===== config.mk =====
export PLATFORM = sky130hd
export DESIGN_NAME = lldiv_sched
export DESIGN_NICKNAME = d
export VERILOG_FILES = /design/src/rtl/lldiv_pkg.sv /design/src/rtl/lldiv_grp_queue.sv /design/src/rtl/lldiv_grp_arb.sv /design/src/rtl/lldiv_occ_timer.sv /design/src/rtl/lldiv_sched.sv
export SDC_FILE = /design/constraint.sdc
export NUM_CORES = 1
export LEC_CHECK = 0
export ABC_AREA = 1
export CORE_UTILIZATION = 55
export DETAILED_ROUTE_END_ITERATION = 8
export DONT_BUFFER_PORTS = 1
export PLACE_DENSITY = 0.69
export REMOVE_ABC_BUFFERS = 1
export SLEW_MARGIN = 5
export SYNTH_ARGS = -nofsm -noshare
export SYNTH_HDL_FRONTEND = slang
export SYNTH_SLANG_ARGS = --single-unit

===== constraint.sdc =====
create_clock -name clk -period 3.8 [get_ports clk]
set_clock_uncertainty 0.1 [all_clocks]
set_input_delay 0.95 -clock clk [delete_from_list [all_inputs] [get_ports clk]]
set_output_delay 0.95 -clock clk [all_outputs]
set_load 0.02 [all_outputs]

===== src/rtl/lldiv_pkg.sv =====
package lldiv_pkg;

    localparam int LAT_W = 6;

    typedef enum logic [1:0] {
        OP_SGL     = 2'b00,
        OP_DBL     = 2'b01,
        OP_INT     = 2'b10,
        OP_INT_ALT = 2'b11
    } op_t;

    typedef struct packed {
        op_t              op;
        logic [LAT_W-1:0] ilat;
    } req_rec_t;

    localparam logic [LAT_W-1:0] SGL_CYC = LAT_W'(19);
    localparam logic [LAT_W-1:0] DBL_CYC = LAT_W'(33);
    localparam logic [LAT_W-1:0] INT_MIN = LAT_W'(12);
    localparam logic [LAT_W-1:0] INT_MAX = LAT_W'(41);

    // Occupancy in cycles for one operation; integer values are clamped.
    function automatic logic [LAT_W-1:0] occ_cycles(op_t op, logic [LAT_W-1:0] il);
        logic [LAT_W-1:0] r;
        case (op)
            OP_SGL: r = SGL_CYC;
            OP_DBL: r = DBL_CYC;
            default: begin
                if (il < INT_MIN)      r = INT_MIN;
                else if (il > INT_MAX) r = INT_MAX;
                else                   r = il;
            end
        endcase
        return r;
    endfunction

endpackage


===== src/rtl/lldiv_grp_queue.sv =====
module lldiv_grp_queue #(
    parameter int DEPTH = 4,
    localparam int IDW  = (DEPTH > 1) ? $clog2(DEPTH) : 1,
    localparam int CW   = $clog2(DEPTH + 1)
) (
    input  logic             clk,
    input  logic             rst,
    input  logic [DEPTH-1:0] push,
    input  logic             pop,
    output logic [IDW-1:0]   head,
    output logic             nonempty
);

    logic [IDW-1:0] q   [DEPTH];
    logic [IDW-1:0] nq  [DEPTH];
    logic [CW-1:0]  cnt;
    logic [CW-1:0]  ncnt;

    always_comb begin
        for (int i = 0; i < DEPTH; i++) nq[i] = q[i];
        ncnt = cnt;
        if (pop && cnt != '0) begin
            for (int i = 0; i < DEPTH - 1; i++) nq[i] = q[i + 1];
            ncnt = cnt - CW'(1);
        end
        // Same-cycle arrivals join in ascending local index.
        for (int t = 0; t < DEPTH; t++) begin
            if (push[t] && ncnt < CW'(DEPTH)) begin
                nq[ncnt[IDW-1:0]] = IDW'(t);
                ncnt = ncnt + CW'(1);
            end
        end
    end

    always_ff @(posedge clk) begin
        if (rst) begin
            cnt <= '0;
            for (int i = 0; i < DEPTH; i++) q[i] <= '0;
        end else begin
            cnt <= ncnt;
            for (int i = 0; i < DEPTH; i++) q[i] <= nq[i];
        end
    end

    assign head     = q[0];
    assign nonempty = (cnt != '0);

    // one entry per thread, so the queue can never exceed its depth.
    p_no_overflow_r8: assert property (@(posedge clk) disable iff (rst)
        cnt <= CW'(DEPTH));

    // a grant only ever pops a queue that holds a waiter.
    p_pop_nonempty_r5: assert property (@(posedge clk) disable iff (rst)
        pop |-> cnt != '0);

endmodule


===== src/rtl/lldiv_grp_arb.sv =====
module lldiv_grp_arb (
    input  logic       clk,
    input  logic       rst,
    input  logic       idle,
    input  logic [1:0] ne,
    output logic       gnt,
    output logic       gsel
);

    logic last;

    assign gnt  = idle && (ne != 2'b00);
    assign gsel = (ne == 2'b11) ? ~last : ne[1];

    always_ff @(posedge clk) begin
        if (rst)      last <= 1'b1;
        else if (gnt) last <= gsel;
    end

    // with both groups loaded the grant goes to the group not served last.
    p_alternate_r6: assert property (@(posedge clk) disable iff (rst)
        (gnt && ne == 2'b11) |=> last != $past(last));

    // a lone loaded group is always the one selected.
    p_yield_r7: assert property (@(posedge clk) disable iff (rst)
        (gnt && ne != 2'b11) |-> ne[gsel]);

endmodule


===== src/rtl/lldiv_occ_timer.sv =====
module lldiv_occ_timer
    import lldiv_pkg::*;
#(
    parameter int NTHR = 8,
    localparam int TIDW = $clog2(NTHR)
) (
    input  logic             clk,
    input  logic             rst,
    input  logic             start,
    input  logic [TIDW-1:0]  start_tid,
    input  logic [LAT_W-1:0] start_cyc,
    output logic             busy,
    output logic             finishing,
    output logic [TIDW-1:0]  owner,
    output logic [NTHR-1:0]  done
);

    logic [LAT_W-1:0] cnt;

    assign finishing = busy && (cnt == '0);

    always_ff @(posedge clk) begin
        if (rst) begin
            busy  <= 1'b0;
            cnt   <= '0;
            owner <= '0;
            done  <= '0;
        end else begin
            done <= '0;
            if (start) begin
                busy  <= 1'b1;
                cnt   <= start_cyc - LAT_W'(1);
                owner <= start_tid;
            end else if (finishing) begin
                busy        <= 1'b0;
                done[owner] <= 1'b1;
            end else if (busy) begin
                cnt <= cnt - LAT_W'(1);
            end
        end
    end

    // a start is only ever presented to an idle unit.
    p_start_idle_r1: assert property (@(posedge clk) disable iff (rst)
        start |-> !busy);

    // the count loaded on a start matches the requested occupancy.
    p_start_load_r4: assert property (@(posedge clk) disable iff (rst)
        start |=> busy && cnt == $past(start_cyc) - LAT_W'(1));

    // the unit stays occupied until its count runs out.
    p_hold_busy_r2: assert property (@(posedge clk) disable iff (rst)
        (busy && cnt != '0) |=> busy);

    // a single completion, right after the last busy cycle, with busy low.
    p_done_onehot_r9: assert property (@(posedge clk) disable iff (rst)
        $onehot0(done));
    p_done_after_r9: assert property (@(posedge clk) disable iff (rst)
        (done != '0) |-> !busy && $past(busy));

endmodule


===== src/rtl/lldiv_sched.sv =====
module lldiv_sched
    import lldiv_pkg::*;
#(
    parameter int GRP_SZ = 4,
    localparam int N_GRP = 2,
    localparam int NTHR  = N_GRP * GRP_SZ,
    localparam int TIDW  = $clog2(NTHR),
    localparam int LIDW  = $clog2(GRP_SZ)
) (
    input  logic                  clk,
    input  logic                  rst,
    input  logic [NTHR-1:0]       req_valid,
    input  logic [2*NTHR-1:0]     req_op,
    input  logic [LAT_W*NTHR-1:0] req_lat,
    output logic [NTHR-1:0]       done,
    output logic                  busy
);

    logic [NTHR-1:0]  pend;
    logic [NTHR-1:0]  acc;
    req_rec_t         rec [NTHR];
    logic [LIDW-1:0]  head [N_GRP];
    logic [N_GRP-1:0] ne;
    logic             gnt;
    logic             gsel;
    logic [TIDW-1:0]  gnt_tid;
    logic [LAT_W-1:0] gnt_cyc;
    logic             finishing;
    logic [TIDW-1:0]  owner;

    assign acc = req_valid & ~pend;

    always_ff @(posedge clk) begin
        if (rst) begin
            pend <= '0;
            for (int t = 0; t < NTHR; t++) rec[t] <= '{op: OP_SGL, ilat: '0};
        end else begin
            for (int t = 0; t < NTHR; t++) begin
                if (acc[t]) begin
                    pend[t] <= 1'b1;
                    rec[t]  <= '{op: op_t'(req_op[2*t +: 2]), ilat: req_lat[LAT_W*t +: LAT_W]};
                end else if (finishing && owner == TIDW'(t)) begin
                    pend[t] <= 1'b0;
                end
            end
        end
    end

    for (genvar g = 0; g < N_GRP; g++) begin : g_grp
        lldiv_grp_queue #(.DEPTH(GRP_SZ)) u_q (
            .clk      (clk),
            .rst      (rst),
            .push     (acc[g*GRP_SZ +: GRP_SZ]),
            .pop      (gnt && gsel == 1'(g)),
            .head     (head[g]),
            .nonempty (ne[g])
        );
    end

    lldiv_grp_arb u_arb (
        .clk  (clk),
        .rst  (rst),
        .idle (!busy),
        .ne   (ne),
        .gnt  (gnt),
        .gsel (gsel)
    );

    assign gnt_tid = {gsel, head[gsel]};
    assign gnt_cyc = occ_cycles(rec[gnt_tid].op, rec[gnt_tid].ilat);

    lldiv_occ_timer #(.NTHR(NTHR)) u_tmr (
        .clk       (clk),
        .rst       (rst),
        .start     (gnt),
        .start_tid (gnt_tid),
        .start_cyc (gnt_cyc),
        .busy      (busy),
        .finishing (finishing),
        .owner     (owner),
        .done      (done)
    );

    // only an outstanding request can be granted or completed.
    p_grant_pending_r8: assert property (@(posedge clk) disable iff (rst)
        gnt |-> pend[gnt_tid]);
    p_finish_pending_r8: assert property (@(posedge clk) disable iff (rst)
        finishing |-> pend[owner]);

    // the arbiter never grants while the timer is occupied.
    p_grant_idle_r1: assert property (@(posedge clk) disable iff (rst)
        gnt |-> !busy);

endmodule


After elaboration in Yosys (flattened, before gate mapping). Memories as Yosys holds them, arrays and structs flattened. Index checks and enable logic that the tools add are counted.

Register bits: 33. Bits of input ports: 74. Bits in writable memories: 80. Output and inout bits: 9. Memories: 3.

Memory list: rec (depth 8, width 8, read ports 1, clocked after memory_dff 0, write ports 8, line lldiv_sched.sv:21) `req_rec_t rec [NTHR];`; g_grp[0].u_q.q (depth 4, width 2, read ports 4, clocked after memory_dff 0, write ports 4, line lldiv_grp_queue.sv:14) `logic [IDW-1:0] q [DEPTH];`; g_grp[1].u_q.q (depth 4, width 2, read ports 4, clocked after memory_dff 0, write ports 4, line lldiv_grp_queue.sv:14).

Multiplexer cells: 109. Reduce and logical (&&, ||, !) cells: 50. $lt $le $gt $ge: 29. Equality and inequality tests: 10. Add/subtract/negate cells: 12. Bitwise logic cells: 48.

Operator list (count): $mux 8 (16); $mux 1 (47); $mux 6 (7); $mux 2 (19); $demux 2 s2 (8); $logic_and 1x1->1 (31); $mux 3 (10); $add 3x1->3 const B (8); $and 8x8->8 (3); $ge 3x3->1 const B (8); $lt 3x1->1 const B (8); $lt 3x3->1 const B (8); $not 2->3 (8); $not 8->8 (3); $reduce_bool 2->1 (11); $and 4x4->4 (4); $not 4->4 (4); $or 1x1->1 (16); $or 4x4->4 (4); $or 8x8->8 (2); $eq 3x3->1 const B (4); $pmux 6 s2 (1); $sub 6x1->6 const B (2); $eq 3x2->1 const B (2); other kinds (20) (24).

Depth between registers and ports, before layout. Gate-level depths: netlist of run 1.

Depth after elaboration: 24. Gate-level depth with buffers: 27. Gate-level depth less buffers: 26.

Modules after synthesis. A second synthesis of run 1 with hierarchy kept.

Cell total of the unflattened synthesis: 958. Area total of the unflattened synthesis: 7159.4 µm².

By module, submodules not included: lldiv_sched (sequential area each 2082.0 µm², times used 1, cells an instance 465, area each 3841.2 µm²); lldiv_grp_queue at g_grp[1].u_q (sequential area each 220.2 µm², times used 1, cells an instance 185, area each 1222.4 µm²); lldiv_grp_queue at g_grp[0].u_q (sequential area each 220.2 µm², times used 1, cells an instance 185, area each 1196.1 µm²); lldiv_occ_timer (sequential area each 360.3 µm², times used 1, cells an instance 114, area each 838.3 µm²); lldiv_grp_arb (sequential area each 20.0 µm², times used 1, cells an instance 9, area each 61.3 µm²).

Worst setup path before layout of run 1. OpenSTA, ideal clock, no wires.

Path kind: flip-flop to flip-flop. Start point: register g_grp[1].u_q.cnt[0]. End point: register g_grp[1].u_q.cnt[1]. Buffers on the path: 1. Clock period less this slack: 3.668 ns. Arrival time: 3.448 ns. Required time: 3.581 ns. Slack: 0.132 ns. Stages on the path, launching flop included: 24. Path through: dfxtp_1 > inv_1 > ha_1 > nand2_4 > nor2_4 > nor2_8 > inv_4 > nor2_8 > inv_1 > buf_2 > nand2_1 > o21ai_0 > ha_1 > o21ai_1 > inv_2 > ha_1 > a21oi_2 > inv_2 > nor2_8 > xor2_2 > inv_1 > ha_1 > o21ai_0 > a21oi_1.

Word-level cells in the longest chain between the ends: 18. Elaborated cells on any way between the ends: 25. Classes of those cells: 5 x add/sub; 4 x order compare; 1 x eq/ne; 6 x mux; 9 x reduce/logical.

RTL lines: start, declared (line lldiv_grp_queue.sv:16) `logic [CW-1:0] cnt;`; start signal, assigned (line lldiv_grp_queue.sv:40) `cnt <= ncnt;`; $reduce_bool 3->1 (line lldiv_grp_queue.sv:22, lldiv_grp_queue.sv:46); $eq 2x2->1 or $reduce_bool 2->1 (tied branches) (line lldiv_grp_arb.sv:13, lldiv_grp_arb.sv:12); $mux 1 or $logic_and 1x1->1 (tied branches) (line lldiv_grp_arb.sv:13, lldiv_grp_arb.sv:12); $logic_and 1x1->1 (line lldiv_sched.sv:54) `.pop (gnt && gsel == 1'(g)),`; $logic_and 1x1->1 (line lldiv_grp_queue.sv:22) `if (pop && cnt != '0) begin`; $mux 3 * (line lldiv_grp_queue.sv:22); $lt 3x3->1 (line lldiv_grp_queue.sv:28) `if (push[t] && ncnt < CW'(DEPTH)) begin`; $logic_and 1x1->1 (line lldiv_grp_queue.sv:28); (+2 left out); $logic_and 1x1->1 (line lldiv_grp_queue.sv:28); $mux 3 * (line lldiv_grp_queue.sv:28); $lt 3x3->1 (line lldiv_grp_queue.sv:28); $logic_and 1x1->1 (line lldiv_grp_queue.sv:28); $mux 3 * (line lldiv_grp_queue.sv:28); $lt 3x3->1 (line lldiv_grp_queue.sv:28); $logic_and 1x1->1 (line lldiv_grp_queue.sv:28); $mux 3 * (line lldiv_grp_queue.sv:28).

Mark *: on every way between the ends. The rest lies on a longest branch, timed or not. A chain may end at the register's enable or synchronous reset.

Worst setup path after layout of run 1.
Start point: register g_grp[1].u_q.cnt[1]. End point: register g_grp[1].u_q.cnt[1].

The elaborated chain is that of the path after synthesis.

==> impl_results.md, run 1 <==
* Final period utilization at 0.949
* Critical path peak fanout at 8
* Diode count at 0
* Row cnt at 40
* Synth Cell Area at 6820 um^2
* Syn_area_per_cell at 7.99 um^2
* Initial antenna violation count at 0
* Crit path capture type: register
* Die X at 113 um
* Crit path DAT at 3810 ps
* Top Ports at 83
* Fill count at 1,022
* Vias at 5,536
* Ys async rst share at 0
* CP Launch Type: register
* Sink Count at 113
* Synth warn at 0
* Clock Tree Root: clkbuf_16
* Worst hold path class: register to register
* Die ar. at 12,800 um^2
* Initial Util at 0.565
* Fmax at 0.277 GHz
* Minimum hold slack at 364 ps
* CP Class: register to register
* Max clock buf depth at 2
* Sum Neg Setup Slack at 0 ps
* DRC violations left at 0
* Worst VDD drop at 853 uV
* CTS buffer count at 17
* Max-slew violation count at 0
* Remaining Overflow, GRT at 0
* Final ANT Viol Nets at 0
* GRT met2 Usage at 0.449
* Worst Max-Slew Pin Slew at 743 ps
* H-tree Lvls at 4
* #FFs+latches synth at 113
* EDFF count, synth at 64
* Worst slew margin at 0.500
* Vias in the first global route at 5,398
* Clk_lat worst skew at 420 ps
* CTS tree: done
* Pre-Repair DR Iteration Count at 6
* Tmin final at 3610 ps
* PD cells at 1070 nW/um^2
* Layout area overhead at 16.0%
* Final HPWL DP at 11.9 mm
* Max_cap viols at 0
* Worst EP required at 4000 ps
* Final net count at 998
* Final setup viols at 0
* Die H at 113 um
* Top Usage Layer GRT: met2
* Largest net degree at the start of global routing at 54
* IO Port Bufs at 0
* First-pass GRT wire length at 25.3 mm
* Core area at 12,100 um^2
* Met1 Use GR at 0.315
* Share of cells above drive strength 1 at 0.162
* Clk slew on worst S/H paths at 50 ps
* Yosys cell types at 45
* Sequential area share after synthesis at 0.426
* Main flop type after synthesis: edfxtp_1
* DR WL/cell at 15.0 um
* Starting DRT DRC Count at 481
* Mapped Cells at 854
* GRT Overall Usage at 0.259
* Placer Congestion at 0.860
* Leakage power at 3.82 nW
* Detailed Route WL at 16.0 mm
* Status: finished, final reports clean
* Vias per cell at 5.18
* Hold Fails Final Rpt at 0
* M3 GR Usage at 0.0616
[sequential cells by signal (all words and copies together) (netlist names)]
register / flops
rec: 64
g_grp.u_q.q: 16
u_tmr.done: 8
u_arb.last: 1
u_tmr.owner: 3
pend: 8
u_tmr.cnt: 6
u_tmr.busy: 1
g_grp.u_q.cnt: 6
[Yosys cell counts (7+ instances only)]
cell type  number  area (um^2)
inv_2          13         48.8
ha_1           37          463
nand2_4         7         78.8
a31oi_1         9         56.3
nand2_1       181          679
edfxtp_1       64         1920
o21ai_0        18         90.1
clkbuf_1        7         26.3
a21oi_1        28          140
inv_1         163          612
o211ai_1        9         67.6
or2_2           8         50.1
nand3_1        73          365
o21ai_1        10         50.1
dfxtp_1        49          981
nor2_1         98          368
[metrics by stage]
step,utilization,std cells,power [mW],setup slack [ps],instance area (um^2)
6_report,0.656,1068,8.47,192,7910
2_1_floorplan,-,834,5.21,121,6690
3_3_place_gp,0.582,1018,6.22,189,7020
3_5_place_dp,0.582,1018,6.35,88.7,7020
4_1_cts,0.632,1050,7.98,67.8,7630
5_1_grt,0.656,1068,9.21,-52.2,7910
[power by group]
part / leakage (nW) / switching [mW] / internal (mW) / total (mW)
clock: 0.304 / 0.567 / 1.03 / 1.60
combinational: 2.42 / 3.23 / 2.00 / 5.23
sequential: 1.09 / 0.123 / 1.52 / 1.64
total: 3.82 / 3.92 / 4.55 / 8.47
[cell families (layout without fill, tap and decap cells)]
| family | after synthesis | in the layout | share of synthesized area |
|---|---|---|---|
| simple gates | 398 | 398 | 0.271 |
| buf+inv | 198 | 244 | 0.117 |
| flops | 113 | 113 | 0.426 |
| compound gates | 97 | 97 | 0.0893 |
| fa+ha+maj | 37 | 37 | 0.0679 |
| xor+xnor | 11 | 11 | 0.0284 |
[area by class of cell]
| type | instances | area (um^2) | area share |
|---|---|---|---|
| flip-flops and latches | 113 | 2900 | 0.367 |
| inverters | 178 | 678 | 0.0857 |
| clock buffers | 22 | 517 | 0.0653 |
| clock inverters | 10 | 91.3 | 0.0115 |
| multi-input cells | 543 | 3230 | 0.408 |
| well taps | 168 | 210 | 0.0266 |
| repair buffers | 34 | 284 | 0.0359 |
[cells in the final DEF (no fill, tap or decap), types with 3 or more instances in the layout]
cell	count
nand2_1	180
inv_1	159
nor2_1	98
nand3_1	73
edfxtp_1	64
dfxtp_1	49
ha_1	33
buf_4	31
a21oi_1	28
clkbuf_16	19
inv_2	15
o21ai_0	15
o21ai_1	11
a31oi_1	9
o211ai_1	9
or2_2	8
nand2_2	7
inv_4	7
nor2_4	6
o2111ai_1	6
nand2_8	5
nor4_1	5
nand2_4	4
o21ai_4	4
nor2_8	4
xor2_4	4
o22ai_1	3
xor2_2	3
a21oi_2	3
o21ai_2	3
ha_2	3
clkbuf_8	3
[final timing paths]
path	startpoint	to	slack, ps	cells after the start
worst max-delay path	g_grp[1].u_q.cnt[1]	g_grp[1].u_q.cnt[1]	190	21
worst min-delay path	pend[6]	pend[6]	360	2
worst max register to register	g_grp[1].u_q.cnt[1]	g_grp[1].u_q.cnt[1]	190	21
worst min register to register	pend[6]	pend[6]	360	2
[layer usage]
| metal | up-vias | wire length, um |
|---|---|---|
| li1 | 2766 | - |
| met1 | 2548 | 6880 |
| met2 | 191 | 7940 |
| met3 | 31 | 818 |
| met4 | 0 | 354 |
| met5 | - | 0 |
[critical path, cell delays in order, from the launching register on]
cell	delay, ps
dfxtp_1	340
inv_1	60
ha_1	210
nand2_4	90
nor2_4	50
nor2_8	180
inv_6	70
nor2_8	190
xor2_4	220
inv_4	80
ha_1	310
o21ai_4	170
inv_2	70
ha_2	210
a21oi_4	180
inv_2	80
nor2_8	100
inv_1	70
o21ai_2	220
ha_2	310
o21ai_1	120
a21oi_1	50
[what timing repair did]
action	in CTS	in global routing
gates resized for setup	0	27
hold buffers	0	0
setup endpoints to repair	0	24
buffers inserted	0	18
hold endpoints to repair	0	0
Note: power is estimated with default switching activity, not from simulation.
==> run 2, diff against run 1 <==
- BUFFER_PORTS_ARGS: not set -> -buffer_cell sky130_fd_sc_hd__buf_2
- CORE_UTILIZATION: 55 -> 53
- DONT_BUFFER_PORTS: 1 -> not set
- PLACE_DENSITY: 0.69 -> 0.73
==> impl_results.md, run 2 (synthesized netlist as in run 1, its figures left out) <==
* Part of the power in the clock network at 0.172
* Clk_lat worst skew at 420 ps
* PD cells at 986 nW/um^2
* Status: finished, violations left
* Fill count at 1,086
* Area occupied by multi-input gates at 3190 um^2
* Sink Count at 113
* DRC violations left at 2
* Placed cell area at 7410 um^2
* CP Launch Type: register
* Top Ports at 83
* Worst hold path class: register to register
* Fmax at 0.276 GHz
* Core area at 12,600 um^2
* Hold_buf cts at 0
* Clock Tree Root: clkbuf_16
* Die ar. at 13,300 um^2
* Row cnt at 41
* Die H at 115 um
* Detailed Route WL at 16.0 mm
* Diode count at 0
* CTS tree: done
* H-tree Lvls at 4
* Critical path peak fanout at 8
* Worst slew margin at 0.525
* Final HPWL DP at 11.5 mm
* Final net count at 1,074
* Initial antenna violation count at 0
* Clk slew on worst S/H paths at 50 ps
* Slowest stage delay, CP at 340 ps
* DP Worst Slack at 39.4 ps
* DR WL/cell at 13.9 um
* Final period utilization at 0.955
* First-pass GRT wire length at 25.3 mm
* Vias at 5,752
* Vias in the first global route at 5,390
* Worst EP required at 4020 ps
* Reg area at 2900 um^2
* Crit path capture type: register
* Switching share of power at 0.471
* GRT Overall Usage at 0.252
* Layout area overhead at 19.1%
* Placer Congestion at 0.916
* CP Class: register to register
* Hold Fails Final Rpt at 0
* Post-Place Cells at 1,101
* CP max stage cell: dfxtp_1
* Final ANT Viol Nets at 0
* Largest net degree at the start of global routing at 53
* Most frequent cells in the layout: nand2_1, inv_1, nor2_1
* Worst VDD drop at 708 uV
* Failing checks: DRC
* Max clock buf depth at 2
* IO Port Bufs at 82
* Fin cells at 1,148
* Logic pwr share at 0.623
* Starting DRT DRC Count at 447
* Worst-path cell chain: inv_1 > ha_2 > nand2_4 > nor2_4 > nor2_8 > inv_4 > nor2_8 > nand2_2 > xor2_2 > nor2_4 > buf_4 > xor2_4 > ha_1 > o21ai_2 > ha_1 > inv_1 > o21ai_2 > ha_1 > nand2_1 > nand3_1 > nand2_1 > inv_1
* Initial Util at 0.543
* CTS buffer count at 17
* Sequential share of power at 0.205
* Remaining Overflow, GRT at 0
* Crit path DAT at 3850 ps
* Tmin final at 3630 ps
* NetSw at 3.77 mW
* Leakage power at 4.07 nW
* Worst setup margin at 173 ps
* Share of cells above drive strength 1 at 0.217
* Max_cap viols at 0
* Final setup viols at 0
* Worst Max-Slew Pin Slew at 706 ps
* Pre-Repair DR Iteration Count at 7
* Final total power at 8.01 mW
* Largest regs: rec (64), g_grp.u_q.q (16)
* Most common cell after layout, fill and taps aside: nand2_1
* Die X at 115 um
* Int Pwr at 4.24 mW
* Final instance area at 8120 um^2
* Max-slew violation count at 0
* Max FFs per register at 64
* Final Core Density at 0.646
* Vias per cell at 5.01
* Biggest register: rec
-- run 2: what timing repair did --
action,CTS,global route
setup buffers,0,15
resized for setup,0,18
setup endpoints to repair,0,24
-- run 2: worst paths after layout --
kind	from	endpoint	slack, ps	cells after the start
worst min register to register	pend[7]	pend[7]	360	2
worst min-delay path	pend[7]	pend[7]	360	2
worst max-delay path	g_grp[1].u_q.cnt[1]	g_grp[1].u_q.cnt[2]	170	22
worst max register to register	g_grp[1].u_q.cnt[1]	g_grp[1].u_q.cnt[2]	170	22
-- run 2: cell type report --
class                           instances  area share
Inverter                              178      0.0832
Multi-Input combinational cell        543       0.392
Clock buffer                           24      0.0581
Sequential cell                       113       0.357
Clock inverter                          8     0.00462
Tap cell                              172      0.0265
Timing Repair Buffer                  110      0.0780
-- run 2: power groups by stage --
stage                     clock network (mW)  logic, mW  registers, mW
after detailed placement                   0       4.65           1.66
after global placement                     0       4.58           1.66
after CTS                               1.39       4.68           1.64
after global routing                    1.44       5.65           1.66
final                                   1.38       4.99           1.64
after floorplan                            0       3.57           1.63
-- run 2: metrics by stage --
stage               setup TNS (ps)  hold slack [ps]
finish                           0              362
global route                 -28.0              389
CTS                              0              363
detailed placement               0              356
global placement                 0              352
floorplan                        0              335
-- run 2: routing by layer --
metal  vias to the layer above  wire length (um)  track usage  share of wire
met5                         -                 0            0              0
met4                         0               356        0.110          0.022
met3                        28               734       0.0445          0.046
met2                       165              7790        0.433           0.49
met1                      2649              7080        0.310           0.44
li1                       2910                 -            -              -
-- run 2: worst max-delay path, delay by kind of cell (launching register included) --
family | cells | cell delay, ps
AO/OA/AOI/OAI | 2 | 240
AND/OR/NAND/NOR | 9 | 1060
flip-flops | 1 | 340
XOR/XNOR | 2 | 420
adder cells (fa/ha/maj) | 4 | 920
buffers and inverters | 5 | 420
==> run 3, diff against run 2 <==
- MAX_ROUTING_LAYER: not set -> met4
==> impl_results.md, run 3 (synthesized netlist as in run 1, its figures left out) <==
* Most common cell after layout, fill and taps aside: nand2_1
* Clock Tree Root: clkbuf_16
* Layout area overhead at 20.9%
* Largest net degree at the start of global routing at 53
* Part of the power in the clock network at 0.174
* Final ANT Viol Nets at 0
* Crit path DAT at 3750 ps
* Logic pwr share at 0.630
* Die H at 115 um
* Failing checks: DRC
* Sequential share of power at 0.197
* Int Pwr at 4.46 mW
* PD cells at 1010 nW/um^2
* Die ar. at 13,300 um^2
* Tmin final at 3570 ps
* H-tree Lvls at 4
* Worst EP required at 3980 ps
* CTS tree: done
* IO Port Bufs at 82
* Starting DRT DRC Count at 435
* First-pass GRT wire length at 26.0 mm
* Slowest stage delay, CP at 320 ps
* Max-slew violation count at 0
* Share of cells above drive strength 1 at 0.230
* Leakage power at 4.13 nW
* Initial antenna violation count at 0
* Diode count at 0
* Worst-path cell chain: inv_2 > ha_2 > nand2_4 > nor2_4 > nor2_8 > inv_6 > nor2_8 > xor2_4 > inv_2 > ha_1 > o21ai_2 > inv_2 > ha_1 > a21oi_2 > inv_2 > nor2_8 > inv_1 > o21ai_2 > inv_2 > ha_1 > nand2_1 > a31oi_1
* Most frequent cells in the layout: nand2_1, inv_1, nor2_1
* Worst slew margin at 0.578
* Worst setup margin at 229 ps
* Worst Max-Slew Pin Slew at 628 ps
* Worst hold path class: register to register
* Biggest register: rec
* Unrepaired setup endpoints after global routing: no
* DP Worst Slack at -26.9 ps
* CP max stage cell: dfxtp_1
* Status: finished, violations left
* Max_cap viols at 0
* DRC violations left at 2
* Crit path capture type: register
* Cell repeated most along the worst path: inv_2
* Final period utilization at 0.940
* Switching share of power at 0.466
* Final net count at 1,082
* Row cnt at 41
* Max FFs per register at 64
* CP Launch Type: register
* Critical path peak fanout at 8
* Final Core Density at 0.656
* Detailed Route WL at 16.4 mm
* NetSw at 3.90 mW
* Largest regs: rec (64), g_grp.u_q.q (16)
* Core area at 12,600 um^2
* GRT Overall Usage at 0.267
* CP Class: register to register
* Hold Fails Final Rpt at 0
* Clk slew on worst S/H paths at 50 ps
* Hold_buf cts at 0
* Pre-Repair DR Iteration Count at 7
* Vias in the first global route at 5,602
* Top Ports at 83
* Clk_lat worst skew at 420 ps
* Max clock buf depth at 2
* Initial Util at 0.543
* Sink Count at 113
* CTS buffer count at 17
* Final setup viols at 0
* Die X at 115 um
* Vias at 5,783
* Final HPWL DP at 11.8 mm
* Fmax at 0.280 GHz
* DR WL/cell at 14.2 um
* Remaining Overflow, GRT at 0
* Vias per cell at 5.00
* Worst VDD drop at 733 uV
* Placer Congestion at 0.925
run 3: cell count changes in the layout (fill, tap and decap cells not counted), moves of 2 or more:
| cell | before | now |
|---|---|---|
| clkinv_1 | 3 | 1 |
| nand2_1 | 180 | 178 |
| buf_4 | 27 | 33 |
| nand2_2 | 7 | 9 |
run 3: final timing paths:
check | startpoint | end | slack [ps] | cells after the start
worst max-delay path | g_grp[1].u_q.cnt[0] | g_grp[1].u_q.q[1][1] | 230 | 22
worst min-delay path | pend[7] | pend[7] | 360 | 2
worst max register to register | g_grp[1].u_q.cnt[0] | g_grp[1].u_q.q[1][1] | 230 | 22
worst min register to register | pend[7] | pend[7] | 360 | 2
run 3: stage by stage:
stage | hold WS, ps | total power, mW | TNS (ps) | area [um^2] | instances
2_1_floorplan | 335 | 5.21 | 0 | 6690 | 834
3_3_place_gp | 351 | 6.26 | 0 | 7420 | 1102
3_5_place_dp | 360 | 6.36 | -29.0 | 7420 | 1102
4_1_cts | 367 | 7.86 | 0 | 7970 | 1134
5_1_grt | 395 | 9.09 | 0 | 8240 | 1156
6_report | 363 | 8.36 | 0 | 8240 | 1156
run 3: worst max-delay path, delay by kind of cell, from the launching register on:
kind	cells	cell delay, ps
xor+xnor	1	180
fa+ha+maj	4	910
flops	1	320
simple gates	6	770
compound gates	4	650
buf+inv	7	510
run 3: layout make-up:
type | instances | area [um^2]
multi-input combinational | 543 | 3200
clock buffer | 27 | 514
clock inverter | 5 | 25.0
timing repair buffer | 118 | 709
sequential | 113 | 2900
tap | 172 | 215
fill | 1065 | 4320
inverter | 178 | 678
run 3: what timing repair did:
action | in CTS | in global routing
buffers inserted | 0 | 22
hold endpoints to repair | 0 | 0
endpoints found under the setup margin | 7 | 22
resized for setup | 4 | 22
pin swaps | 0 | 16
gates cloned | 0 | 0
run 3: power groups by stage:
stage	Sequential [mW]	Clock, mW	Combinational [mW]
floorplan	1.63	0	3.57
global placement	1.66	0	4.60
detailed placement	1.66	0	4.70
CTS	1.64	1.46	4.76
global route	1.66	1.51	5.92
finish	1.65	1.45	5.26
run 3: routing by layer:
| metal | vias to the layer above | track usage | part of all wire |
|---|---|---|---|
| met5 | - | - | 0 |
| met4 | 0 | 0.114 | 0.022 |
| met3 | 30 | 0.0554 | 0.046 |
| met2 | 149 | 0.446 | 0.50 |
| met1 | 2671 | 0.313 | 0.43 |
| li1 | 2933 | - | - |
